--- config.mk ---
export PLATFORM = sky130hd
export DESIGN_NAME = flexdepth_pipe
export DESIGN_NICKNAME = d
export VERILOG_FILES = /design/src/rtl/flexdepth_pkg.sv /design/src/rtl/fd_step.sv /design/src/rtl/fd_boundary.sv /design/src/rtl/fd_mode_ctrl.sv /design/src/rtl/flexdepth_pipe.sv
export SDC_FILE = /design/constraint.sdc
export NUM_CORES = 1
export LEC_CHECK = 0
export BUFFER_PORTS_ARGS = -buffer_cell sky130_fd_sc_hd__buf_2
export CAP_MARGIN = 20
export CORE_ASPECT_RATIO = 1.25
export CORE_UTILIZATION = 59
export DETAILED_ROUTE_END_ITERATION = 16
export PLACE_DENSITY = 0.78
export SLEW_MARGIN = 10
export SYNTH_ARGS = -nofsm -noshare
export SYNTH_HDL_FRONTEND = slang
export SYNTH_SLANG_ARGS = --single-unit
--- constraint.sdc ---
create_clock -name clk -period 6 [get_ports clk]
set_clock_uncertainty 0.2 [all_clocks]
set_input_delay 0.3 -clock clk [delete_from_list [all_inputs] [get_ports clk]]
set_output_delay 0.3 -clock clk [all_outputs]
set_load 0.1 [all_outputs]
--- src/rtl/flexdepth_pkg.sv ---
// Shared definitions for the switchable-depth pipeline.
// Assumes one word width for every step; the step constants and
// rotation amounts are functions of the step index.
package flexdepth_pkg;

    typedef enum logic {
        DEPTH_LONG  = 1'b0,
        DEPTH_SHORT = 1'b1
    } depth_mode_e;

    localparam logic [63:0] STEP_SEED = 64'h0000_0000_9E37_79B9;

    // Rotation applied by step k (1-based) for a word of width w.
    function automatic int unsigned step_rot(input int unsigned k, input int unsigned w);
        return (2 * k + 1) % w;
    endfunction

endpackage

--- src/rtl/fd_step.sv ---
// One combinational step: add a per-step constant, then rotate left.
// Assumes IDX is 1-based and that W is no wider than 64 bits.
module fd_step
    import flexdepth_pkg::*;
#(
    parameter int unsigned W   = 32,
    parameter int unsigned IDX = 1
) (
    input  logic [W-1:0] a,
    output logic [W-1:0] y
);
    localparam logic [63:0] KFULL = STEP_SEED * 64'(IDX);
    localparam logic [W-1:0] K    = KFULL[W-1:0];
    localparam int unsigned ROT   = step_rot(IDX, W);

    logic [W-1:0]   summed;
    logic [2*W-1:0] doubled;

    // Add the constant, then rotate through a doubled copy.
    always_comb begin
        summed  = a + K;
        doubled = {summed, summed} << ROT;
        y       = doubled[2*W-1:W];
    end
endmodule

--- src/rtl/fd_boundary.sv ---
// Register between two steps, carrying a valid bit and a data word.
// When SKIPPABLE is set and skip is high, the output is the incoming
// value and the register does not hold valid. Otherwise the output is
// the value registered one cycle earlier.
// Assumes skip changes only while the pipeline holds no valid word.
module fd_boundary #(
    parameter int unsigned W         = 32,
    parameter bit          SKIPPABLE = 1'b0
) (
    input  logic         clk,
    input  logic         rst_n,
    input  logic         skip,
    input  logic         a_valid,
    input  logic [W-1:0] a_data,
    output logic         y_valid,
    output logic [W-1:0] y_data,
    output logic         holding
);
    logic         q_valid;
    logic [W-1:0] q_data;
    logic         eff_skip;

    assign eff_skip = SKIPPABLE ? skip : 1'b0;

    // Capture the incoming pair; no valid is held while skipped.
    always_ff @(posedge clk) begin
        if (!rst_n) begin
            q_valid <= 1'b0;
            q_data  <= '0;
        end else begin
            q_valid <= a_valid & ~eff_skip;
            q_data  <= a_data;
        end
    end

    generate
        if (SKIPPABLE) begin : g_mux
            // Select the live or the registered value.
            always_comb begin
                y_valid = eff_skip ? a_valid : q_valid;
                y_data  = eff_skip ? a_data  : q_data;
            end
        end else begin : g_fixed
            // Always present the registered value.
            always_comb begin
                y_valid = q_valid;
                y_data  = q_data;
            end
        end
    endgenerate

    assign holding = q_valid;
endmodule

--- src/rtl/fd_mode_ctrl.sv ---
// Holds the depth in force and the depth-change handshake.
// A request is latched, input is held off while it is pending, and the
// new depth takes effect on the first edge that sees the pipeline empty.
// Assumes a request that arrives while one is pending may be dropped.
module fd_mode_ctrl
    import flexdepth_pkg::*;
(
    input  logic clk,
    input  logic rst_n,
    input  logic req_valid,
    input  logic req_half,
    input  logic empty,
    output logic short_now,
    output logic pending
);
    depth_mode_e cur_mode;
    depth_mode_e tgt_mode;

    // Latch the request, then apply it once nothing is in flight.
    always_ff @(posedge clk) begin
        if (!rst_n) begin
            cur_mode <= DEPTH_LONG;
            tgt_mode <= DEPTH_LONG;
            pending  <= 1'b0;
        end else if (pending) begin
            if (empty) begin
                cur_mode <= tgt_mode;
                pending  <= 1'b0;
            end
        end else if (req_valid) begin
            tgt_mode <= req_half ? DEPTH_SHORT : DEPTH_LONG;
            pending  <= 1'b1;
        end
    end

    assign short_now = (cur_mode == DEPTH_SHORT);
endmodule

--- src/rtl/flexdepth_pipe.sv ---
// Top: a chain of N_STEPS arithmetic steps, each followed by a register.
// The registers after odd-numbered steps can be skipped, so the chain is
// N_STEPS or N_STEPS/2 cycles long. All skip selects come from one
// registered mode bit, so they switch on the same edge.
// Assumes N_STEPS is even.
module flexdepth_pipe #(
    parameter int unsigned W       = 32,
    parameter int unsigned N_STEPS = 8
) (
    input  logic         clk,
    input  logic         rst_n,
    input  logic         in_valid,
    input  logic [W-1:0] in_data,
    output logic         in_ready,
    input  logic         mode_req_valid,
    input  logic         mode_req_half,
    output logic         out_valid,
    output logic [W-1:0] out_data,
    output logic         drained,
    output logic         half_mode
);
    logic               lane_v [N_STEPS+1];
    logic [W-1:0]       lane_d [N_STEPS+1];
    logic [W-1:0]       step_y [N_STEPS];
    logic [N_STEPS-1:0] held;
    logic               short_now;
    logic               pending;

    assign in_ready  = ~pending;
    assign lane_v[0] = in_valid & in_ready;
    assign lane_d[0] = in_data;

    generate
        for (genvar i = 0; i < N_STEPS; i++) begin : g_lane
            fd_step #(.W(W), .IDX(i + 1)) u_step (
                .a (lane_d[i]),
                .y (step_y[i])
            );
            fd_boundary #(.W(W), .SKIPPABLE((i % 2) == 0)) u_reg (
                .clk     (clk),
                .rst_n   (rst_n),
                .skip    (short_now),
                .a_valid (lane_v[i]),
                .a_data  (step_y[i]),
                .y_valid (lane_v[i+1]),
                .y_data  (lane_d[i+1]),
                .holding (held[i])
            );
        end
    endgenerate

    assign drained = ~|held;

    fd_mode_ctrl u_mode (
        .clk       (clk),
        .rst_n     (rst_n),
        .req_valid (mode_req_valid),
        .req_half  (mode_req_half),
        .empty     (drained),
        .short_now (short_now),
        .pending   (pending)
    );

    assign half_mode = short_now;
    assign out_valid = lane_v[N_STEPS];
    assign out_data  = lane_d[N_STEPS];
endmodule

==> impl_metrics.yaml, run 1 <==
status:
  status: "finished clean"
timing:
  tightest_slew_ps: 1040
  rsz0062_at_grt: "no"
  slew_viol_final: 0
  holdWs_ps: 30.1
  max_freq_mhz: 182
  slew_headroom: 0.305
  post-route-min-period_ps: 5500
  setup_slack_ps: 501
  finalSetupTns_ps: 0
  min_period_over_period: 0.917
  hold_viol: 0
  setup_viol: 0
worst_setup_path:
  rr_endpoint: "g_lane[3].u_reg.y_data[7]$_SDFF_PN0_"
  worstSetupEndpoint: "g_lane[1].u_reg.y_data[4]$_SDFF_PN0_"
  start_kind: "input port"
  path_common_cell: "ha_1"
  rrSetupSlack_ps: 1110
  crit_start: "in_data[0]"
  worst_path_max_delay_cell: "a311oi_1"
  crit_path_end_kind: "flip-flop"
  cp_max_fo: 6
  crit_path_max_incr_delay_ps: 550
  crit_chain: "dlygate4sd3_1 -> buf_2 -> ha_1 -> a2111o_1 -> a21boi_1 -> o21ai_0 -> a311oi_1 -> or3_1 -> a31oi_1 -> ha_1 -> inv_1 -> a21oi_1 -> a2111oi_0 -> or2_2 -> and2_1 -> o21ai_1 -> nor3_1 -> o211a_1 -> o21bai_1 -> o21a_1 -> mux2i_1"
  worstPathArrival_ps: 5740
  rr_startpoint: "g_lane[1].u_reg.y_data[9]$_SDFF_PN0_"
  critical_path_required_ps: 6240
  worst-setup-path-type: "input port to flip-flop"
  r2r_cells: 17
clock_tree:
  numCtsBuffers: 28
  clkLatencyLatePin_ps: 550
  cts_root_buf: "clkbuf_16"
  path_clk_slew_ps: 60
  clock_sinks: 267
  cts_resized: 0
  cts_buffer_depth: 3
  cts_hold_buf: 41
  cts_tree: "done"
  postCtsSetupBuffers: 0
  htree_num_levels: 1
placed_design:
  pre_cts_slack_ps: 605
  routabilityCongestion: 0.939
  port_buffers: 72
  place_area_um2: 15600
  dp_hpwl_mm: 27.0
die:
  fp.dieW_um: 145
  pin_count: 73
  dieHeight_um: 181
  rows: 65
  dieArea_um2: 26400
  initial_utilization: 0.601
  coreArea_um2: 25200
grt:
  first_global_vias: 13200
  grt_max_degree: 133
  grt-ovfl-total: 0
  grt_pass1_wl_mm: 62.8
  antenna_found_initial: 0
  grt_usage: 0.288
synth:
  synth_ff_type: "dfxtp_1"
  synth_top_cell_area_share: 0.352
  ys_seq_elements: 267
  synth_cell_type_count: 110
  ys_warn_count: 0
  syn-num-nets: 1866
  netlist_area_um2: 15200
  yosys.area.top_type: "dfxtp_1"
  synthArstFlopShare: 0
  synth_area_leaders: "dfxtp_1 (35%), nor2_1 (6.2%), xnor2_1 (5.8%)"
  synth_edf_count: 0
  ys_seq_area_frac: 0.352
  synthCells: 1821
  syn-mean-instance-area_um2: 8.33
detailed_routing:
  drt_iter0_drc: 660
  drtPass1Iterations: 5
  totalWireLength_mm: 38.1
  met1Wirelength_mm: 14.5
  drtAntennaViolNets: 0
  met3WireLength_mm: 1.31
  wl_per_cell_um: 17.0
  route.detailed.drc: 0
  avgViaCountPerCell: 5.95
  routed.top_layer: "met4"
  wl_met2_mm: 20.4
  vias: 13300
cells_and_area:
  final_cell_mix: "dfxtp_1 (266), nor2_1 (251), nand2_1 (116), a21oi_1 (116), xnor2_1 (100)"
  fin_nets: 1926
  antenna_cells: 0
  final_common_cell: "dfxtp_1"
  drive_above_1_share: 0.115
  fin_area_um2: 17000
  final_util: 0.674
  syn2layout_area_growth_pct: 12.1
  fillers: 2086
pwr:
  cellPowerDensity_nw_per_um2: 389
  p_leak_nw: 6.65
  ir_worst_vdd_mv: 0.230
hold_path:
  hp-class: "input port to flip-flop"
flow_run:
  drv_cap: 0
sequential cells by signal, summed over array words and instances (netlist names):
name                  cells
u_mode.pending            1
g_lane.u_reg.holding      8
g_lane.u_reg.q_data     128
g_lane.u_reg.y_data     128
u_mode.short_now          1
u_mode.tgt_mode           1
metal layers:
layer | GRT usage | vias up
li1 | - | 6582
met1 | 0.290 | 6264
met2 | 0.572 | 356
met3 | 0.0306 | 123
met4 | 0.155 | 0
met5 | 0 | -
through the flow:
stage | std cells | power [mW]
floorplan | 1821 | 4.32
global placement | 2144 | 4.75
detailed placement | 2145 | 4.81
CTS | 2238 | 6.63
global route | 2238 | 6.97
finish | 2238 | 6.62
kinds of logic (layout without fill, tap and decap cells):
kind of cell               after synthesis  count (layout)  synth area share
and+or+nand+nor                        718             718             0.238
AOI/OAI and AO/OA                      472             472             0.229
DFF                                    267             267             0.352
xor gates and xnor gates               167             167            0.0965
buffers and inverters                  127             209            0.0356
muxes                                   62              62            0.0420
adders and majority gates                8               8           0.00660
Yosys cell counts, drive strengths merged (29+ instances only):
master,n
inv,37
clkbuf,54
nand2,116
xor2,67
xnor2,100
nor2,253
buf,36
and2,77
a21o,29
nor3,62
a21oi,120
nand3,36
o21ai,88
o21a,30
dfxtp,267
mux2i,49
critical path, delay by kind of cell:
| family | cells | cell delay, ps |
|---|---|---|
| buffers and inverters | 3 | 790 |
| AND/OR/NAND/NOR | 4 | 1050 |
| adder cells (fa/ha/maj) | 2 | 520 |
| AO/OA/AOI/OAI | 11 | 2950 |
| multiplexers | 1 | 110 |
worst min-delay path by stage:
stage	end	cells after the start	from
after floorplan	g_lane[0].u_reg.q_data[3]$_SDFF_PN0_	1	in_data[0]
after global placement	g_lane[3].u_reg.y_data[9]$_SDFF_PN0_	1	g_lane[2].u_reg.q_data[0]$_SDFF_PN0_
after detailed placement	g_lane[7].u_reg.y_data[18]$_SDFF_PN0_	1	g_lane[6].u_reg.q_data[1]$_SDFF_PN0_
after CTS	g_lane[0].u_reg.q_data[23]$_SDFF_PN0_	3	in_data[20]
after global routing	g_lane[0].u_reg.q_data[23]$_SDFF_PN0_	3	in_data[20]
final	g_lane[0].u_reg.q_data[10]$_SDFF_PN0_	4	in_data[6]
power breakdown:
group	internal [mW]	switching, mW
Sequential	2.12	0.276
Clock	1.06	0.729
Combinational	0.835	1.60
area by class of cell:
cell class              instances  area [um^2]  area share
inverters                      37          144     0.00846
clock buffers                  36          791      0.0465
flip-flops and latches        267         5350       0.315
well taps                     335          419      0.0247
multi-input cells            1427         9280       0.546
repair buffers                120          840      0.0494
clock inverters                16          179      0.0105
No activity file was read; power rests on OpenSTA's default activity.
==> run 2: changes to the inputs <==
--- a/config.mk
+++ b/config.mk
@@ -9,6 +9,8 @@
 export CAP_MARGIN = 20
+export CELL_PAD_IN_SITES_DETAIL_PLACEMENT = 0
+export CELL_PAD_IN_SITES_GLOBAL_PLACEMENT = 1
 export CORE_ASPECT_RATIO = 1.25
-export CORE_UTILIZATION = 59
+export CORE_UTILIZATION = 47
 export DETAILED_ROUTE_END_ITERATION = 16
-export PLACE_DENSITY = 0.78
+export PLACE_DENSITY = 0.81
 export SLEW_MARGIN = 10
==> constraint.sdc (replaced) <==
create_clock -name clk -period 6 [get_ports clk]
set_clock_uncertainty 0.2 [all_clocks]
set_input_delay 0.6 -clock clk [delete_from_list [all_inputs] [get_ports clk]]
set_output_delay 0.6 -clock clk [all_outputs]
set_load 0.1 [all_outputs]
==> impl_metrics.yaml, run 2 (synthesis gave the netlist of run 1 again) <==
status:
  status: "finished clean"
detailed_routing:
  totalWireLength_mm: 38.3
  wl_per_cell_um: 16.8
  drtAntennaViolNets: 0
  avgViaCountPerCell: 5.65
  vias: 12900
  route.detailed.drc: 0
  drtPass1Iterations: 6
  drt_iter0_drc: 740
die:
  initial_utilization: 0.477
  fp.dieW_um: 163
  pin_count: 73
  rows: 73
  dieArea_um2: 33000
  coreArea_um2: 31800
  dieHeight_um: 203
placed_design:
  routabilityCongestion: 0.928
  port_buffers: 72
  place_area_um2: 15800
  dp_hpwl_mm: 27.9
grt:
  grt_pass1_wl_mm: 62.9
  antenna_found_initial: 0
  grt-ovfl-total: 0
  grt_max_degree: 141
  grt_usage: 0.236
  first_global_vias: 12600
worst_setup_path:
  crit_path_max_incr_delay_ps: 560
  critical_path_required_ps: 6270
  crit_chain: "buf_2 -> ha_1 -> a2111o_1 -> a21boi_1 -> o21ai_0 -> a311oi_1 -> or3_1 -> a31oi_1 -> ha_1 -> inv_1 -> a21oi_1 -> a2111oi_0 -> or2_2 -> and2_1 -> o21ai_1 -> nor3_1 -> o211a_1 -> o21bai_1 -> o21a_1 -> mux2i_1"
  worst-setup-path-type: "input port to flip-flop"
  path_common_cell: "ha_1"
  cp_max_fo: 6
  rrSetupSlack_ps: 1130
  crit_path_end_kind: "flip-flop"
  worst_path_max_delay_cell: "a311oi_1"
  start_kind: "input port"
  worstPathArrival_ps: 5390
pwr:
  p_switching_mw: 2.60
  ir_worst_vdd_mv: 0.363
  cellPowerDensity_nw_per_um2: 402
  power_frac_seq: 0.353
  power_frac_comb: 0.354
  p_clk_frac: 0.292
  sw_frac_of_total: 0.384
  p_leak_nw: 6.55
  internal-power_mw: 4.17
timing:
  slew_headroom: 0.331
  min_period_over_period: 0.853
  tightest_slew_ps: 1000
  max_freq_mhz: 195
  setup_viol: 0
  hold_viol: 0
  finalSetupTns_ps: 0
  rsz0062_at_grt: "no"
  slew_viol_final: 0
  post-route-min-period_ps: 5120
cells_and_area:
  final_common_cell: "dfxtp_1"
  final_cell_mix: "dfxtp_1 (266), nor2_1 (251), nand2_1 (116), a21oi_1 (116), xnor2_1 (100)"
  fin_area_um2: 16800
  antenna_cells: 0
  fin_nets: 1892
  drive_above_1_share: 0.118
  syn2layout_area_growth_pct: 11.0
clock_tree:
  cts_tree: "done"
  postCtsSetupBuffers: 0
  path_clk_slew_ps: 60
  numCtsBuffers: 30
  cts_buffer_depth: 3
  clock_sinks: 267
  clkLatencyLatePin_ps: 580
  cts_root_buf: "clkbuf_16"
  htree_num_levels: 1
  cts_hold_buf: 0
  cts_resized: 0
hold_path:
  hp-class: "input port to flip-flop"
flow_run:
  drv_cap: 0
run 2: cell types whose count changed in the layout (fill, tap and decap cells not counted), sizes merged:
cell | previous run | this run
buf | 79 | 84
bufinv | 3 | 6
clkbuf | 36 | 44
clkinv | 11 | 4
clkinvlp | 2 | 1
dlygate4sd3 | 41 | 0
run 2: per-layer routing:
metal	share of wire	track usage	vias up
met5	0	0	-
met4	0.040	0.109	0
met3	0.030	0.0264	101
met2	0.53	0.453	236
met1	0.40	0.253	6037
li1	-	-	6519
run 2: per-stage QoR:
step           hold WS, ps  utilization  power (mW)  instances  setup WS (ps)
6_report              68.6        0.530        6.77       2282            881
5_1_grt               56.7        0.530        7.18       2282            468
4_1_cts               44.6        0.530        6.82       2282            932
3_5_place_dp           239        0.496        4.83       2227            317
3_3_place_gp           232        0.496        4.80       2227            435
2_1_floorplan          213            -        4.32       1821            198
run 2: path summary, 6_finish.rpt:
kind,start,to,cells after the start
setup / recovery,in_data[0],g_lane[1].u_reg.y_data[4]$_SDFF_PN0_,20
hold / removal,in_data[0],g_lane[0].u_reg.q_data[3]$_SDFF_PN0_,2
hold reg to reg,g_lane[2].u_reg.q_data[0]$_SDFF_PN0_,g_lane[3].u_reg.y_data[9]$_SDFF_PN0_,1
setup reg to reg,g_lane[1].u_reg.y_data[8]$_SDFF_PN0_,g_lane[3].u_reg.y_data[7]$_SDFF_PN0_,17
run 2: layout make-up:
type / instances / area, um^2
Tap cell: 412 / 515
Clock inverter: 11 / 219
Multi-Input combinational cell: 1427 / 9280
Clock buffer: 44 / 853
Inverter: 37 / 144
Timing Repair Buffer: 84 / 475
Fill cell: 3113 / 15000
Sequential cell: 267 / 5350
run 2: power groups by stage:
stage                     clock network [mW]  logic (mW)  registers (mW)
after floorplan                            0        1.54            2.78
after global placement                     0        2.38            2.42
after detailed placement                   0        2.40            2.43
after CTS                               2.02        2.41            2.39
after global routing                    2.11        2.63            2.44
final                                   1.98        2.40            2.39
run 2: critical path, delay by kind of cell:
| kind | cells | cell delay, ps |
|---|---|---|
| AO/OA/AOI/OAI | 11 | 2910 |
| AND/OR/NAND/NOR | 4 | 1020 |
| adder cells (fa/ha/maj) | 2 | 500 |
| buffers and inverters | 2 | 220 |
| multiplexers | 1 | 120 |
